`src/rtl/acc_pkg.sv`:
```
package acc_pkg;
  localparam int OPC_W = 3;
  localparam int SEL_W = 2;

  typedef enum logic [1:0] {
    PH_FETCH  = 2'd1,
    PH_DECODE = 2'd2,
    PH_WRITE  = 2'd3
  } phase_t;

  localparam logic [OPC_W-1:0] OPC_ADD = 3'b000;
  localparam logic [OPC_W-1:0] OPC_SUB = 3'b001;
  localparam logic [OPC_W-1:0] OPC_AND = 3'b010;
  localparam logic [OPC_W-1:0] OPC_OR  = 3'b011;
  localparam logic [OPC_W-1:0] OPC_CLR = 3'b100;

  typedef enum logic [SEL_W-1:0] {
    SEL_ADD = 2'd0,
    SEL_SUB = 2'd1,
    SEL_AND = 2'd2,
    SEL_OR  = 2'd3
  } alu_sel_t;

  typedef struct packed {
    logic     alu_op;
    logic     clr;
    alu_sel_t sel;
  } ctl_t;
endpackage

```
`src/rtl/acc_phase_seq.sv`:
```
module acc_phase_seq
  import acc_pkg::*;
(
  input  logic   clk,
  input  logic   rst,
  output phase_t phase
);
  phase_t phase_q;

  always_ff @(posedge clk) begin
    if (rst) begin
      phase_q <= PH_FETCH;
    end else begin
      case (phase_q)
        PH_FETCH:  phase_q <= PH_DECODE;
        PH_DECODE: phase_q <= PH_WRITE;
        default:   phase_q <= PH_FETCH;
      endcase
    end
  end

  assign phase = phase_q;

  assert_phase_nonzero_R2: assert property (@(posedge clk) disable iff (rst)
    phase_q != 2'd0);
  assert_phase_wrap_R2: assert property (@(posedge clk) disable iff (rst)
    (phase_q == PH_WRITE) |=> (phase_q == PH_FETCH));
endmodule

```
`src/rtl/acc_decode.sv`:
```
module acc_decode
  import acc_pkg::*;
(
  input  logic [OPC_W-1:0] opcode,
  output ctl_t             ctl
);
  always_comb begin
    ctl.alu_op = ~opcode[OPC_W-1];
    ctl.clr    = (opcode == OPC_CLR);
    ctl.sel    = alu_sel_t'(opcode[SEL_W-1:0]);
  end
endmodule

```
`src/rtl/acc_alu.sv`:
```
module acc_alu
  import acc_pkg::*;
#(
  parameter int W = 8
) (
  input  logic [W-1:0] lhs,
  input  logic [W-1:0] rhs,
  input  alu_sel_t     sel,
  output logic [W-1:0] res
);
  logic [W-1:0] sum_w, diff_w, and_w, or_w;

  assign sum_w  = lhs + rhs;
  assign diff_w = lhs - rhs;

  for (genvar i = 0; i < W; i++) begin : g_lane
    assign and_w[i] = lhs[i] & rhs[i];
    assign or_w[i]  = lhs[i] | rhs[i];
  end

  always_comb begin
    case (sel)
      SEL_ADD: res = sum_w;
      SEL_SUB: res = diff_w;
      SEL_AND: res = and_w;
      default: res = or_w;
    endcase
  end
endmodule

```
`src/rtl/acc_core.sv`:
```
module acc_core
  import acc_pkg::*;
#(
  parameter int DATA_W = 8
) (
  input  logic              clk,
  input  logic              rst,
  input  logic [2:0]        instr_in,
  input  logic [DATA_W-1:0] data_in,
  output logic [DATA_W-1:0] reg_a,
  output logic [DATA_W-1:0] reg_b,
  output logic [1:0]        phase
);
  phase_t            ph;
  logic [OPC_W-1:0]  ir_q;
  logic [DATA_W-1:0] a_q, b_q, alu_res;
  ctl_t              ctl;
  logic              is_reserved;

  acc_phase_seq u_seq (.clk(clk), .rst(rst), .phase(ph));
  acc_decode    u_dec (.opcode(ir_q), .ctl(ctl));
  acc_alu #(.W(DATA_W)) u_alu (.lhs(b_q), .rhs(a_q), .sel(ctl.sel), .res(alu_res));

  assign is_reserved = ~ctl.alu_op & ~ctl.clr;

  always_ff @(posedge clk) begin
    if (rst) begin
      ir_q <= '0;
      a_q  <= '0;
      b_q  <= '0;
    end else begin
      case (ph)
        PH_FETCH: ir_q <= instr_in;
        PH_DECODE: begin
          if (ctl.clr) begin
            a_q <= '0;
            b_q <= '0;
          end else if (ctl.alu_op) begin
            a_q <= data_in;
          end
        end
        PH_WRITE: begin
          if (ctl.alu_op) b_q <= alu_res;
        end
        default: ;
      endcase
    end
  end

  assign reg_a = a_q;
  assign reg_b = b_q;
  assign phase = ph;

  assert_reset_state_R1: assert property (@(posedge clk)
    rst |=> (phase == 2'd1 && reg_a == '0 && reg_b == '0));
  assert_a_only_decode_R11: assert property (@(posedge clk) disable iff (rst)
    (phase != 2'd2) |=> $stable(reg_a));
  assert_b_hold_decode_R4: assert property (@(posedge clk) disable iff (rst)
    (phase == 2'd2 && !ctl.clr) |=> $stable(reg_b));
  assert_clr_zero_R9: assert property (@(posedge clk) disable iff (rst)
    (phase == 2'd2 && ctl.clr) |=> (reg_a == '0 && reg_b == '0));
  assert_reserved_hold_R10: assert property (@(posedge clk) disable iff (rst)
    (phase != 2'd1 && is_reserved) |=> ($stable(reg_a) && $stable(reg_b)));
endmodule

```
`config.mk`:
```
export PLATFORM = sky130hd
export DESIGN_NAME = acc_core
export DESIGN_NICKNAME = d
export VERILOG_FILES = /design/src/rtl/acc_pkg.sv /design/src/rtl/acc_phase_seq.sv /design/src/rtl/acc_decode.sv /design/src/rtl/acc_alu.sv /design/src/rtl/acc_core.sv
export SDC_FILE = /design/constraint.sdc
export NUM_CORES = 1
export LEC_CHECK = 0
export BUFFER_PORTS_ARGS = -buffer_cell sky130_fd_sc_hd__buf_4
export CORE_MARGIN = 4
export CORE_UTILIZATION = 40
export CTS_CLUSTER_DIAMETER = 100
export CTS_CLUSTER_SIZE = 24
export DETAILED_ROUTE_END_ITERATION = 8
export GPL_TIMING_DRIVEN = 0
export REMOVE_ABC_BUFFERS = 1
export SLEW_MARGIN = 10
export SYNTH_ARGS = -nofsm -noshare
export SYNTH_HDL_FRONTEND = slang
export SYNTH_SLANG_ARGS = --single-unit
```
`constraint.sdc`:
```
create_clock -name clk -period 3.9 [get_ports clk]
set_clock_uncertainty 0.05 [all_clocks]
set_input_delay 0.78 -clock clk [delete_from_list [all_inputs] [get_ports clk]]
set_output_delay 0.78 -clock clk [all_outputs]
set_load 0.1 [all_outputs]
```
# --- After elaboration in Yosys (flattened, before gate mapping) ---
# Cells that the tools add are included.
word_totals:
  reg_bits: 21
  in_bits: 13
  out_inout_bits: 18
  wordCells: 42
classes:
  bitwise_logic: 16
  reduce_logical: 4
  eq_ne: 9
  addsub: 2
  muxes: 7
op_table:
  columns: ["cell", "count"]
  rows:
  - ["$mux W8", 4]
  - ["$pmux W8 S3", 1]
  - ["$pmux W8 S2", 1]
  - ["$add A8 B8 Y8", 1]
  - ["$and A1 B1 Y1", 8]
  - ["$or A1 B1 Y1", 8]
  - ["$sub A8 B8 Y8", 1]
  - ["$eq A2 B2 Y1 const B", 3]
  - ["$eq A2 B1 Y1 const B", 2]
  - ["$ne A2 B2 Y1 const B", 2]
  - ["$pmux W2 S2", 1]
  - ["$eq A3 B3 Y1 const B", 1]
  - ["$reduce_and A3 Y1", 1]
  - ["$logic_not A2 Y1", 1]
  - ["$ne A2 B1 Y1 const B", 1]
  - ["$reduce_and A2 Y1", 1]
  - ["$reduce_bool A2 Y1", 1]

# --- Longest topological paths before layout ---
# Gate-level depths: netlist of the first run.
depth:
  word_depth: 4
  ltp_mapped: 11
  mapped_depth_nobuf: 11

# --- Modules after synthesis ---
# A second synthesis of the first run with hierarchy kept.
unflattened:
  cells_unflattened: 197
  area_unflattened_um2: 1626.6
by_module_without_submodules:
  columns: ["mod", "seq_area_each_um2", "area_each_um2", "cells_per_inst", "n_inst"]
  rows:
  - ["acc_core", 380.4, 765.7, 84, 1]
  - ["acc_alu", 0.0, 763.2, 103, 1]
  - ["acc_phase_seq", 40.0, 66.3, 6, 1]
  - ["acc_decode", 0.0, 31.3, 4, 1]

# --- Worst setup path after synthesis of the first run ---
# No wires, ideal clock.
synth_timing:
  kind: "reg-to-reg"
  from: "reg a_q[0], in the netlist reg_a[0]"
  to: "reg b_q[7], in the netlist reg_b[7]"
  required_ns: 3.747
  path_buffers: 0
  setup_time_ns: 0.103
  path_stages_with_launch: 12
  t_arrival_ns: 3.030
  period_less_slack_ns: 3.183
  path_slack_ns: 0.717
  cell_sequence: "dfxtp_1 > inv_1 > ha_1 > nor3b_1 > a21oi_1 > xnor2_1 > ha_1 > a21oi_1 > nand2_1 > o21ai_0 > xnor2_1 > a2111oi_2"
synth_between:
  elab_chain_cells: 4
  elab_cells_between_ends: 5
  cone_classes: "2 x add/sub; 3 x mux"
synth_rtl:
  columns: ["element", "line_no", "rtl"]
  rows:
  - ["start, declared", "acc_core.sv:16", "logic [DATA_W-1:0] a_q, b_q, alu_res;"]
  - ["start signal, assigned", "acc_core.sv:39", "a_q <= data_in;"]
  - ["$sub A8 B8 Y8 / $add A8 B8 Y8 (equally long branches)", "acc_alu.sv:14, acc_alu.sv:13", null]
  - ["$pmux W8 S3 *", "acc_alu.sv:22", "case (sel)"]
  - ["$mux W8 *", "acc_core.sv:43", "if (ctl.alu_op) b_q <= alu_res;"]
  - ["$pmux W8 S2 *", "acc_core.sv:32", "case (ph)"]
  - ["end signal, assigned", "acc_core.sv:43", null]
  - ["end, declared", "acc_core.sv:16", null]
# Every way passes the cells marked *; elsewhere a longest branch is shown, timed or not. The select of a mux whose other input is x is not followed.
# A chain may end at the register's enable or synchronous reset.

# --- Final worst setup path of the first run ---
layout_timing:
  from: "reg ir_q[1]"
  to: "reg b_q[7], in the netlist reg_b[7]"
layout_between:
  elab_chain_cells: 4
  elab_cells_between_ends: 9
  cone_classes: "4 x eq/ne; 3 x mux; 2 x reduce/logical"
layout_rtl:
  columns: ["element", "line_no", "rtl"]
  rows:
  - ["start, declared", "acc_core.sv:15", "logic [OPC_W-1:0] ir_q;"]
  - ["start signal, assigned", "acc_core.sv:33", "PH_FETCH: ir_q <= instr_in;"]
  - ["$eq A2 B2 Y1 (tied with other cells)", "acc_alu.sv:22", null]
  - ["$pmux W8 S3", "acc_alu.sv:22", null]
  - ["$mux W8", "acc_core.sv:43", null]
  - ["$pmux W8 S2", "acc_core.sv:32", null]
# Parallel ways exist; a longest one is shown, timed or not. The select of a mux whose other input is x is not followed.

==> flow_summary.ini, run 1 <==
[clock_network]
clk_latency_ps = 270
cts_resized = 0
tritoncts = built
root_buffer = clkbuf_8
cts_buffers = 3
ctsHoldBuffers = 0
clkTransAtPathRegs_ps = 90
htreeDepth = 1
clock_sinks = 21
post-cts-setup-buffers = 0
clk_path_buf_depth = 2

[worst_setup_path]
worstPathCellList = nor2b_1 > a21oi_1 > xnor2_1 > ha_1 > a21oi_1 > nand2_1 > o21ai_0 > xnor2_1 > a2111oi_2
worstPathArrival_ps = 3160
crit_type = register to register
crit_path_start_kind = register
path_max_fanout = 24
critPathCaptureType = register
rr_worst_depth = 9
cp.required_ps = 4010
crit_slowest_cell = dfxtp_1
crit_path_max_incr_delay_ps = 890

[timing]
finalCriticalPeriod_ps = 3055
setup_viol = 0
max_freq_mhz = 327.3
max-slew-margin-rel = 0.2535
hold_slack_ps = 459.3
hold_viol_final = 0
grt_setup_unrepaired = false
fin_crit_sh = 0.7834
finalSetupTns_ps = 0
worst-slew-pin-transition_ps = 1120
maxSlewViolCount = 0

[floorplan]
core.rowCount = 21
dieArea_mm2 = 0.004752
die_h_um = 68.94
die_x_um = 68.94
initial_utilization = 0.4282
ioPinCount = 31
coreArea_mm2 = 0.003468

[yosys]
yosys_warnings = 0
synth_cell_types = 45
synth_area_per_cell_um2 = 8.251
yosysTopAreaCellShare = 0.2831
ys_seq_area_frac = 0.2831
ys.flop_type = dfxtp_1
synth_edf_count = 0
async_flop_share = 0
netlist_instances = 180
synth_area_leaders = dfxtp_1 28%, ha_1 11%, nor2_1 7.3%
netlist_area_mm2 = 0.001485
synth.largest_area_cell = dfxtp_1
synth-seq-cells = 21

[grt]
grt_max_degree = 25
grt_pass1_wl_um = 6472
grt.overflow.total = 0
grtUsageTotal = 0.1806
antenna_found_initial = 0
grt_pass1_vias = 1326

[power_and_ir_drop]
power.density_mw_per_mm2 = 588.2
ir_worst_vdd_mv = 0.4006
power.leakage_nw = 0.7214

[final_layout]
fin_util = 0.5097
area_growth_pct = 19.04
nets = 233
drive_above_1_share = 0.2098
antennaDiodeCount = 0

[detailed_routing]
routed_wl_um = 3847
drc_errors = 0
dr.pass1.iters = 4
via_per_inst = 5.590
ant_nets = 0
wire_per_inst_um = 15.33
detailedRoute.firstIterationViolations = 89
num_vias = 1403

[job]
cap_violations = 0

[placement]
hpwl_um = 2812
gp_congestion = 0.8651
io_buffers = 30

[outcome]
status = finished clean

[hold_path]
min_path_cells = 2
timing.hold.worst.class = register to register
## through the flow
stage	total power, W	instances	cell area [um2]	setup WS [ps]
finish	0.001040	251	1768	844.8
CTS	0.001041	251	1768	810.9
floorplan	0.0007581	171	1439	716.1
global placement	0.0008687	247	1722	988.2
detailed placement	0.0008864	247	1722	851.7
global route	0.001105	251	1768	568.8
## report_power, final
part | switching (W) | internal [W] | total (W)
sequential | 0.0000504 | 0.000242 | 0.000292
combinational | 0.000384 | 0.000208 | 0.000592
clock | 0.0000847 | 0.0000715 | 0.000156
## cell type report
class / instances / area [um2]
sequential: 21 / 420.4
clock inverter: 1 / 5.005
fill: 352 / 1700
inverter: 10 / 37.54
clock buffer: 3 / 41.29
timing repair buffer: 30 / 225.2
tap: 46 / 57.56
multi-input combinational: 140 / 980.9
## final timing paths
kind | startpoint | endpoint | slack [ps]
min reg2reg | reg_b[0]$_SDFFE_PP0P_ | reg_b[0]$_SDFFE_PP0P_ | 460
min | reg_b[0]$_SDFFE_PP0P_ | reg_b[0]$_SDFFE_PP0P_ | 460
max reg2reg | ir_q[1]$_SDFFE_PP0N_ | reg_b[7]$_SDFFE_PP0P_ | 840
max | ir_q[1]$_SDFFE_PP0N_ | reg_b[7]$_SDFFE_PP0P_ | 840
## registers in the layout, summed over array words and instances, names as in the netlist
signal       cells
u_seq.phase      2
ir_q             3
reg_b            8
reg_a            8
## critical path: cells and delay by family (launching register included)
family / cells / cell delay [ps]
AOI/OAI and AO/OA: 4 / 1070
DFF: 1 / 890
and+or+nand+nor: 2 / 340
adders and majority gates: 1 / 300
xor gates and xnor gates: 2 / 290
## synth_stat cells, drive strengths merged (5+ instances only)
cell type / number
a21oi: 16
a22oi: 9
clkbuf: 5
dfxtp: 21
ha: 13
inv: 10
mux2i: 5
nand2: 11
nor2: 29
o21ai: 10
xnor2: 9
## cells by family after synthesis
logic type / count (synthesis) / synth area share
XOR/XNOR: 9 / 0.05308
AO/OA/AOI/OAI: 54 / 0.2519
flip-flops: 21 / 0.2831
buffers and inverters: 19 / 0.05644
AND/OR/NAND/NOR: 57 / 0.1912
multiplexers: 6 / 0.04128
adder cells (fa/ha/maj): 14 / 0.1230
## cell usage in the layout (no fill, tap or decap), types with 2 or more instances in the layout
| master | synthesis | final |
|---|---|---|
| nor3b_1 | 2 | 2 |
| xnor2_1 | 9 | 9 |
| inv_1 | 9 | 9 |
| nand2b_1 | 4 | 4 |
| o221ai_1 | 2 | 2 |
| buf_4 | 1 | 30 |
| nand3_1 | 2 | 2 |
| nand2_1 | 11 | 11 |
| nor2_1 | 29 | 29 |
| clkbuf_8 | 0 | 3 |
| nor2b_1 | 4 | 4 |
| mux2i_1 | 5 | 5 |
| a21oi_1 | 15 | 15 |
| ha_1 | 13 | 13 |
| o21ai_0 | 9 | 9 |
| dfxtp_1 | 21 | 21 |
| a211oi_1 | 3 | 3 |
| a22oi_1 | 9 | 9 |
## layer usage
layer | share of wire | track usage | vias up
met5 | 0 | 0 | -
li1 | - | - | 686
met2 | 0.48 | 0.3000 | 37
met4 | 0.0083 | 0.05109 | 0
met3 | 0.044 | 0.02431 | 4
met1 | 0.46 | 0.2429 | 676
Power figures use the tool's default switching activity.
==> run 2, diff against run 1 <==
- ABC_AREA: default -> 1
- clock period: 3.9 -> 2.9 ns (I/O delays scaled with it)
==> run 2 against run 1 <==
Against the previous run: clock power grew 33%; synthesized cell count grew 22%; via count grew 5.8%.
==> flow_summary.ini, run 2 <==
[outcome]
status = finished clean

[worst_setup_path]
reg2reg_to = reg_b[6]$_SDFFE_PP0P_
critPathCaptureType = register
crit_type = register to register
rr_worst_depth = 13
worstPathArrival_ps = 2590
ff2ff_setup_slack_ps = 460
cp.required_ps = 3050
crit_path_start_kind = register
reg2reg_from = reg_a[0]$_SDFFE_PP0P_
path_max_fanout = 5

[job]
cap_violations = 0

[clock_network]
clk_latency_ps = 270
cts_buffers = 3
clk_path_buf_depth = 2
root_buffer = clkbuf_8
clkTransAtPathRegs_ps = 90
tritoncts = built
post-cts-setup-buffers = 0
htreeDepth = 1
ctsHoldBuffers = 0
cts_resized = 0
clock_sinks = 21

[timing]
finalSetupTns_ps = 0
maxSlewViolCount = 0
fin_crit_sh = 0.8405
finalCriticalPeriod_ps = 2438
max_freq_mhz = 410.2
worst-slew-pin-transition_ps = 438.4
grt_setup_unrepaired = false
setup_viol = 0
hold_slack_ps = 440.4
max-slew-margin-rel = 0.7046
hold_viol_final = 0

[placement]
gp_congestion = 0.7734
io_buffers = 30
dp.cells = 295
hpwl_um = 2926

[yosys]
synth_area_leaders = dfxtp_1 28%, nand2_1 11%, ha_1 11%
ys_seq_area_frac = 0.2770
yosysTopAreaCellShare = 0.2770
synth_area_per_cell_um2 = 6.899
yosys_warnings = 0
yosys-top-cells-count = 44 x nand2_1, 30 x a21oi_1, 30 x nand3_1
netlist_instances = 220
ys.flop_type = dfxtp_1
synth-seq-cells = 21
synth.most_common_cell = nand2_1
synth.largest_area_cell = dfxtp_1
synth_cell_types = 28
async_flop_share = 0
synth_edf_count = 0
netlist_area_mm2 = 0.001518

[final_layout]
drive_above_1_share = 0.1992
area_growth_pct = 21.27
instances_no_fill = 299
antennaDiodeCount = 0
nFillCells = 381
final_common_cell = nand2_1
nets = 279
layout_common_cells = 44 x nand2_1, 30 x a21oi_1, 30 x nand3_1, 30 x buf_4, 28 x inv_1

[hold_path]
min_path_cells = 2
holdCritStartpoint = reg_b[2]$_SDFFE_PP0P_
timing.hold.worst.class = register to register
whs_endpoint = reg_b[2]$_SDFFE_PP0P_

[floorplan]
ioPinCount = 31
die_h_um = 69.60
core.rowCount = 22
coreArea_mm2 = 0.003661
initial_utilization = 0.4146
die_x_um = 69.60
dieArea_mm2 = 0.004843

[detailed_routing]
via_per_inst = 4.963
ant_nets = 0
drc_errors = 0
wire_per_inst_um = 12.34
detailedRoute.firstIterationViolations = 45
routed_wl_um = 3690
dr.pass1.iters = 4
num_vias = 1484

[grt]
grt_pass1_vias = 1381
grt.overflow.total = 0
grtUsageTotal = 0.1557
antenna_found_initial = 0
grt_pass1_wl_um = 6334
grt_max_degree = 15

[power_and_ir_drop]
power_w = 0.001433
power.leakage_nw = 0.8686
ir_worst_vdd_mv = 0.4263
power.density_mw_per_mm2 = 778.4
run 2: cell count changes after synthesis, sizes merged, moves of 6 or more:
cell / delta
a22oi: -9
xnor2: -8
xor2: +6
nand3: +28
nor2: -23
inv: +22
a21oi: +17
nand2: +37
run 2: worst max path at each step:
stage	startpoint	endpoint	slack (ps)	cells past startpoint
3_5_place_dp	reg_a[0]$_SDFFE_PP0P_	reg_b[6]$_SDFFE_PP0P_	470	12
2_1_floorplan	reg_a[0]$_SDFFE_PP0P_	reg_b[7]$_SDFFE_PP0P_	20	17
6_report	reg_a[0]$_SDFFE_PP0P_	reg_b[6]$_SDFFE_PP0P_	460	13
5_1_grt	ir_q[1]$_SDFFE_PP0N_	reg_b[7]$_SDFFE_PP0P_	160	13
3_3_place_gp	reg_a[0]$_SDFFE_PP0P_	reg_b[6]$_SDFFE_PP0P_	490	12
4_1_cts	reg_a[0]$_SDFFE_PP0P_	reg_b[6]$_SDFFE_PP0P_	450	13
run 2: layer usage:
metal  part of all wire  track usage  wire length (um)  vias to the layer above
met5                  0            0                 0                        -
met2               0.45       0.2458              1655                       31
li1                   -            -                 -                      792
met3              0.040      0.02029               147                        4
met1               0.50       0.2230              1863                      657
met4             0.0062      0.03905                23                        0
run 2: cell type report:
| cell class | count | area (um2) | share of cell area |
|---|---|---|---|
| clock inverters | 1 | 7.507 | 0.004079 |
| clock buffers | 3 | 41.29 | 0.02243 |
| flip-flops and latches | 21 | 420.4 | 0.2284 |
| multi-input cells | 163 | 959.7 | 0.5214 |
| inverters | 33 | 126.4 | 0.06866 |
| well taps | 48 | 60.06 | 0.03263 |
| repair buffers | 30 | 225.2 | 0.1224 |
run 2: kinds of logic (layout without fill, tap and decap cells):
family | count (synthesis) | count (layout) | synth area share
simple gates | 91 | 91 | 0.2753
compound gates | 51 | 51 | 0.1962
buf+inv | 36 | 67 | 0.09068
flops | 21 | 21 | 0.2770
fa+ha+maj | 14 | 14 | 0.1204
xor+xnor | 7 | 7 | 0.04040
run 2: per-stage QoR:
step,utilization,worst slack (ps),instance area (um2)
after floorplan,-,16.24,1506
after global placement,0.4894,489.5,1792
after detailed placement,0.4894,474.8,1792
after CTS,0.5027,450.6,1841
after global routing,0.5027,163.5,1841
final,0.5027,462.4,1841
run 2: worst max-delay path: stages (launching register included):
cell	delay, ps
dfxtp_1	450
inv_1	130
ha_1	300
nand2_1	60
o21ai_0	170
fa_1	470
nand3b_1	200
nand2_1	100
nand3_1	90
nand2_1	70
nand2_1	40
nand3_1	70
nand2_1	60
a21oi_1	100
run 2: report_power, final:
| part | switching, W | internal, W | leakage [nW] | total (W) |
|---|---|---|---|---|
| Clock | 0.000111 | 0.0000973 | 0.0217 | 0.000208 |
| Combinational | 0.000593 | 0.000256 | 0.675 | 0.000849 |
| Sequential | 0.0000481 | 0.000327 | 0.172 | 0.000376 |
| Total | 0.000751 | 0.000681 | 0.869 | 0.00143 |
